## src/rtl/fcs_pkg.sv

```systemverilog
package fcs_pkg;
  localparam int BYTE_W  = 8;
  localparam int LANE_W  = 3;
  localparam int DUM_W   = 3;
  localparam int CYC_W   = 4;

  typedef enum logic [2:0] {
    PH_OPCODE = 3'd0,
    PH_ADDR   = 3'd1,
    PH_DUMMY  = 3'd2,
    PH_DATA   = 3'd3,
    PH_PASS   = 3'd4
  } phase_e;

  typedef enum logic [1:0] {
    SW_NONE  = 2'd0,
    SW_DEFER = 2'd1,
    SW_NOW   = 2'd2
  } switch_e;

  typedef struct packed {
    logic              known;
    logic              addr4;
    logic [DUM_W-1:0]  dummies;
    switch_e           sw;
    logic [LANE_W-1:0] width;
  } op_info_t;
endpackage

```

## src/rtl/fcs_op_decode.sv

```systemverilog
module fcs_op_decode
  import fcs_pkg::*;
(
  input  logic [BYTE_W-1:0] opcode_i,
  output op_info_t          info_o
);
  always_comb begin
    info_o = '{known: 1'b1, addr4: 1'b0, dummies: '0, sw: SW_NONE, width: LANE_W'(1)};
    unique case (opcode_i)
      8'h03, 8'h02: ;
      8'h0B: info_o.dummies = 3'd1;
      8'h3B: begin info_o.dummies = 3'd1; info_o.sw = SW_DEFER; info_o.width = 3'd2; end
      8'h6B: begin info_o.dummies = 3'd1; info_o.sw = SW_DEFER; info_o.width = 3'd4; end
      8'hA2: begin info_o.sw = SW_DEFER; info_o.width = 3'd2; end
      8'h32: begin info_o.sw = SW_DEFER; info_o.width = 3'd4; end
      8'hBB: begin info_o.dummies = 3'd2; info_o.sw = SW_NOW; info_o.width = 3'd2; end
      8'hEB: begin info_o.dummies = 3'd5; info_o.sw = SW_NOW; info_o.width = 3'd4; end
      8'h13, 8'h12: info_o.addr4 = 1'b1;
      8'h0C: begin info_o.addr4 = 1'b1; info_o.dummies = 3'd2; end
      8'h34: begin info_o.addr4 = 1'b1; info_o.sw = SW_DEFER; info_o.width = 3'd4; end
      8'h3C: begin info_o.addr4 = 1'b1; info_o.dummies = 3'd1; info_o.sw = SW_DEFER; info_o.width = 3'd2; end
      8'h6C: begin info_o.addr4 = 1'b1; info_o.dummies = 3'd1; info_o.sw = SW_DEFER; info_o.width = 3'd4; end
      8'hBC: begin info_o.addr4 = 1'b1; info_o.dummies = 3'd2; info_o.sw = SW_NOW; info_o.width = 3'd2; end
      8'hEC: begin info_o.addr4 = 1'b1; info_o.dummies = 3'd5; info_o.sw = SW_NOW; info_o.width = 3'd4; end
      default: info_o.known = 1'b0;
    endcase
  end
endmodule

```

## src/rtl/fcs_phase_track.sv

```systemverilog
module fcs_phase_track
  import fcs_pkg::*;
#(
  parameter int CNT_W = 3
) (
  input  logic             clk_i,
  input  logic             rst_ni,
  input  logic             clear_i,
  input  logic             step_i,
  input  logic             known_i,
  input  logic [DUM_W-1:0] dummies_i,
  input  logic [2:0]       addr_len_i,
  output phase_e           phase_o
);
  phase_e           phase_q;
  logic [CNT_W-1:0] cnt_q;
  logic [DUM_W-1:0] dum_q;

  always_ff @(posedge clk_i or negedge rst_ni) begin
    if (!rst_ni) begin
      phase_q <= PH_OPCODE;
      cnt_q   <= '0;
      dum_q   <= '0;
    end else if (clear_i) begin
      phase_q <= PH_OPCODE;
      cnt_q   <= '0;
      dum_q   <= '0;
    end else if (step_i) begin
      unique case (phase_q)
        PH_OPCODE: begin
          if (known_i) begin
            phase_q <= PH_ADDR;
            cnt_q   <= CNT_W'(addr_len_i - 3'd1);
            dum_q   <= dummies_i;
          end else begin
            phase_q <= PH_PASS;
          end
        end
        PH_ADDR: begin
          if (cnt_q == '0) begin
            if (dum_q == '0) begin
              phase_q <= PH_DATA;
            end else begin
              phase_q <= PH_DUMMY;
              cnt_q   <= CNT_W'(dum_q - 3'd1);
            end
          end else begin
            cnt_q <= cnt_q - 1'b1;
          end
        end
        PH_DUMMY: begin
          if (cnt_q == '0) phase_q <= PH_DATA;
          else             cnt_q   <= cnt_q - 1'b1;
        end
        default: ;
      endcase
    end
  end

  assign phase_o = phase_q;
endmodule

```

## src/rtl/fcs_lane_sched.sv

```systemverilog
module fcs_lane_sched
  import fcs_pkg::*;
#(
  parameter int CNT_W = 4
) (
  input  logic              clk_i,
  input  logic              rst_ni,
  input  logic              clear_i,
  input  logic              step_i,
  input  logic              opc_step_i,
  input  switch_e           sw_i,
  input  logic [LANE_W-1:0] target_w_i,
  input  logic [DUM_W-1:0]  dummies_i,
  input  logic [2:0]        addr_len_i,
  output logic [LANE_W-1:0] width_o
);
  logic [LANE_W-1:0] width_q, next_q;
  logic [CNT_W-1:0]  pend_q;

  always_ff @(posedge clk_i or negedge rst_ni) begin
    if (!rst_ni) begin
      width_q <= LANE_W'(1);
      next_q  <= LANE_W'(1);
      pend_q  <= '0;
    end else if (clear_i) begin
      width_q <= LANE_W'(1);
      next_q  <= LANE_W'(1);
      pend_q  <= '0;
    end else if (step_i) begin
      // deferred switch lands on the byte after the last address/dummy byte
      if (pend_q != '0) begin
        pend_q <= pend_q - 1'b1;
        if (pend_q == CNT_W'(1)) width_q <= next_q;
      end
      if (opc_step_i) begin
        unique case (sw_i)
          SW_DEFER: begin
            next_q <= target_w_i;
            pend_q <= CNT_W'(addr_len_i) + CNT_W'(dummies_i);
          end
          SW_NOW:  width_q <= target_w_i;
          default: ;
        endcase
      end
    end
  end

  assign width_o = width_q;
endmodule

```

## src/rtl/flash_cmd_snoop.sv

```systemverilog
module flash_cmd_snoop
  import fcs_pkg::*;
#(
  parameter int SEQ_W  = 3,
  parameter int PEND_W = 4
) (
  input  logic              clk_i,
  input  logic              rst_ni,
  input  logic              byte_valid_i,
  input  logic [BYTE_W-1:0] byte_i,
  input  logic              cs_active_i,
  input  logic              ext_addr_i,
  output logic [LANE_W-1:0] lane_width_o,
  output logic              dummy_o,
  output logic [CYC_W-1:0]  cycles_o,
  output logic [2:0]        phase_o
);
  op_info_t   info;
  phase_e     phase;
  logic       step, clear, opc_step;
  logic [2:0] addr_len;

  assign clear    = !cs_active_i;
  assign step     = cs_active_i && byte_valid_i;
  assign opc_step = step && (phase == PH_OPCODE);
  assign addr_len = (info.addr4 || ext_addr_i) ? 3'd4 : 3'd3;

  fcs_op_decode u_dec (
    .opcode_i (byte_i),
    .info_o   (info)
  );

  fcs_phase_track #(.CNT_W(SEQ_W)) u_phase (
    .clk_i      (clk_i),
    .rst_ni     (rst_ni),
    .clear_i    (clear),
    .step_i     (step),
    .known_i    (info.known),
    .dummies_i  (info.dummies),
    .addr_len_i (addr_len),
    .phase_o    (phase)
  );

  fcs_lane_sched #(.CNT_W(PEND_W)) u_lane (
    .clk_i      (clk_i),
    .rst_ni     (rst_ni),
    .clear_i    (clear),
    .step_i     (step),
    .opc_step_i (opc_step),
    .sw_i       (info.sw),
    .target_w_i (info.width),
    .dummies_i  (info.dummies),
    .addr_len_i (addr_len),
    .width_o    (lane_width_o)
  );

  always_comb begin
    unique case (lane_width_o)
      3'd2:    cycles_o = CYC_W'(4);
      3'd4:    cycles_o = CYC_W'(2);
      default: cycles_o = CYC_W'(8);
    endcase
  end

  assign dummy_o = (phase == PH_DUMMY);
  assign phase_o = phase;
endmodule

```

## config.mk

```make
export PLATFORM = sky130hd
export DESIGN_NAME = flash_cmd_snoop
export DESIGN_NICKNAME = d
export VERILOG_FILES = /design/src/rtl/fcs_pkg.sv /design/src/rtl/fcs_op_decode.sv /design/src/rtl/fcs_phase_track.sv /design/src/rtl/fcs_lane_sched.sv /design/src/rtl/flash_cmd_snoop.sv
export SDC_FILE = /design/constraint.sdc
export NUM_CORES = 1
export LEC_CHECK = 0
export CAP_MARGIN = 20
export CORE_ASPECT_RATIO = 1.75
export CORE_UTILIZATION = 55
export CTS_CLUSTER_DIAMETER = 30
export CTS_CLUSTER_SIZE = 28
export DETAILED_ROUTE_END_ITERATION = 7
export PLACE_DENSITY = 0.8
export SLEW_MARGIN = 20
export SYNTH_ARGS = -nofsm -noshare
export SYNTH_HDL_FRONTEND = slang
export SYNTH_SLANG_ARGS = --single-unit
```

## constraint.sdc

```tcl
create_clock -name clk_i -period 2.3 [get_ports clk_i]
set_input_delay 0.46 -clock clk_i [delete_from_list [all_inputs] [get_ports clk_i]]
set_output_delay 0.46 -clock clk_i [all_outputs]
set_load 0.03 [all_outputs]
```

==> reports/results.txt <==
Commonest non-fill, non-tap cells in the layout: 52 x buf_4, 17 x nor2_1, 17 x dfrtp_1
Static Leak: 1.14 nW
TritonRoute pass-1 iters: 4
Syn. warnings: 0
Ratio of cells with drive above 1 in the final layout: 0.344
Vias: 2099
Psw: 0.000380 W
Crit end category: flop
Worst Skew: 0.00266 ns
CP arrival: 2.52 ns
FF+latch area: 478 um2
First-pass GRT wire length: 9400 um
Failing checks: setup timing
Combinational share of power: 0.421
Switching Share: 0.353
GPL Wtd Cong: 0.924
Worst stage delay on the critical path: 0.35 ns
Worst-Skew Late Latency: 0.25 ns
CP Class: in2reg
Post-synth top flop: dfrtp_1
Antenna Cells: 0
Post-synthesis cell count: 223
Clk slew on worst S/H paths: 0.07 ns
Crit-path cells: buf_8 > buf_6 > buf_6 > nand2b_4 > o21ai_2 > a311o_1 > nor2_2 > ha_2 > inv_2 > fa_2 > xor2_1 > nand2_1 > nor2_1 > a211oi_1
Endpoints failing hold: 0
Initial antenna violation count: 0
Asr flop ratio synth: 1.00
CTS Buffer Depth: 2
Root Driver: clkbuf_8
DRT iter0 DRCs: 67
Layout Nets: 315
Die Wd: 44.9 um
Routed WL per cell: 18.0 um
Fin cells: 333
Final Max Tran Viols: 0
Max Cap Viol: 0
Critical path peak fanout: 5
Worst Path Buf+Inv: 4
Final worst-path cycle share: 1.02
Unique masters post-synth: 60
Core footprint: 0.00299 mm2
Post-route ant nets: 0
Sequential Power Share: 0.364
Routed wire length: 6000 um
RSZ-0062 raised after global routing: true
Rows: 26
Post-synthesis sequential area ratio: 0.270
Seq cells post-synth: 19
Initial Utilization: 0.592
CP delay by family, top: compound AO/OA/AOI/OAI gates
EDFF count, synth: 0
Height of the die: 77.1 um
Largest net degree at the start of global routing: 20
GRT overflow: 0
H-tree level count: 1
Slowest CP cell: fa_2
Avg Cell Area, Syn: 7.95 um2
# fillers: 177
# hold bufs at CTS: 0
Setup-failing EPs final: 2
Fmax: 425 MHz
Worst Hold Class: reg2reg
Dpl cells: 321
Most used cell, CP: buf_6
DRC viols: 0
Pwr dens: 422 mW/mm2
DIE AREA: 0.00346 mm2
Most common cell after layout, fill and taps aside: buf_4
CTS sink cnt: 19
Clk pwr share: 0.215
Internal cell power: 0.000697 W
Buffers on Ports: 22
Outcome: finished, violations left
Max rail drop VDD: 0.000266 V
Actual slew at the worst max-slew pin: 0.758 ns
DR vias/cell: 6.30
Syn nets: 246
Vias in the first global route: 2068
Mapped Area: 0.00177 mm2
Total global routing track utilization: 0.364
Multi-input logic area: 0.00130 mm2
Relative slew slack: 0.481
Worst EP required: 2.47 ns
Detailed Place HPWL: 4200 um
Setup_tns: -0.0793 ns
Worst setup margin: -0.0516 ns
I/O Pins: 24
TritonCTS buffer count: 3
CP Launch Type: input port
Area grow syn2layout: 44.0%
CTS tree: done
Fin crit period: 2.35 ns
[per-stage QoR]
stage | util | instance area (um2) | setup slack [ns] | hold slack [ns] | total power [W]
floorplan | - | 1820 | -0.0404 | 0.164 | 0.000650
global placement | 0.795 | 2380 | -0.664 | 0.451 | 0.000790
detailed placement | 0.795 | 2380 | -0.729 | 0.452 | 0.000816
CTS | 0.837 | 2510 | 0.00787 | 0.464 | 0.00106
global route | 0.853 | 2550 | -0.111 | 0.504 | 0.00114
finish | 0.853 | 2550 | -0.0516 | 0.472 | 0.00108
[path summary, 6_finish.rpt]
path / from / end / slack, ns / cells past startpoint
min in group asynchronous: rst_ni / u_phase.phase_o[1] / 0.54 / 2
hold reg to reg: u_lane.next_q[0] / u_lane.next_q[0] / 0.47 / 2
max in group asynchronous: rst_ni / u_lane.width_o[0] / 1.49 / 2
setup / recovery: byte_i[4] / u_lane.pend_q[2] / -0.05 / 14
hold / removal: u_lane.next_q[0] / u_lane.next_q[0] / 0.47 / 2
setup reg to reg: u_lane.pend_q[0] / u_lane.width_o[2] / 0.18 / 8
[synthesized netlist by cell type, types with 2 or more instances]
cell type	number	area, um2
clkbuf_1	7	26.3
dfstp_2	2	52.6
nand3_1	10	50.1
o21ai_0	15	75.1
a211oi_1	2	15.0
nor4b_1	3	26.3
dfrtp_1	17	425
or2_2	2	12.5
a31oi_1	5	31.3
a22oi_1	4	30.0
nor3b_1	6	45.0
nor2b_1	9	56.3
nand3b_1	2	15.0
mux2_2	3	33.8
inv_1	15	56.3
nand2_1	16	60.1
a21o_1	3	22.5
nor4_1	2	12.5
nor2_1	18	67.6
o21a_1	2	15.0
buf_2	3	15.0
and2_1	2	12.5
nand2b_1	5	31.3
o211ai_1	3	22.5
nor3_1	6	30.0
ha_1	9	113
a21oi_1	14	70.1
mux2i_1	4	40.0
and3b_1	3	26.3
[final cells by class]
| class | count | share of cell area |
|---|---|---|
| sequential | 19 | 0.187 |
| multi-input combinational | 176 | 0.511 |
| timing repair buffer | 77 | 0.242 |
| tap | 42 | 0.0206 |
| inverter | 15 | 0.0221 |
| clock buffer | 4 | 0.0176 |
[registers in the layout (all words and copies together) (netlist names)]
name,flops
u_lane.next_q,3
u_phase.dum_q,3
u_phase.phase_o,3
u_lane.pend_q,4
u_lane.width_o,3
u_phase.cnt_q,3
[metal layers]
metal	vias to the layer above	track usage	share of wire	wire length, um
met5	-	0	0	0
met1	1036	0.377	0.36	2180
met4	0	0.200	0.049	291
met3	24	0.0306	0.033	200
met2	88	0.662	0.55	3330
li1	951	-	-	-
[power by group through the flow]
stage | combinational (W) | clock, W | sequential, W
5_1_grt | 0.000489 | 0.000257 | 0.000395
6_report | 0.000453 | 0.000232 | 0.000392
4_1_cts | 0.000433 | 0.000238 | 0.000390
2_1_floorplan | 0.000255 | 0 | 0.000395
3_5_place_dp | 0.000419 | 0 | 0.000397
3_3_place_gp | 0.000397 | 0 | 0.000393
[logic make-up after synthesis]
logic type	count (synthesis)	share of synthesized area
XOR/XNOR	1	0.00494
AND/OR/NAND/NOR	92	0.293
AO/OA/AOI/OAI	64	0.241
flip-flops	19	0.270
multiplexers	8	0.0501
other	1	0.00212
adder cells (fa/ha/maj)	10	0.0748
buffers and inverters	28	0.0642
[worst min-delay path, cell delays in order, from the launching register on]
cell	delay [ns]
dfstp_2	0.37
nand2_1	0.05
nand2_1	0.05
[repair_timing]
item | CTS | global route
endpoints found under the setup margin | 17 | 6
gates resized for setup | 43 | 12
cloned | 0 | 0
setup buffers | 6 | 2
pin swaps | 10 | 9
Note: power is estimated with default switching activity, not from simulation.
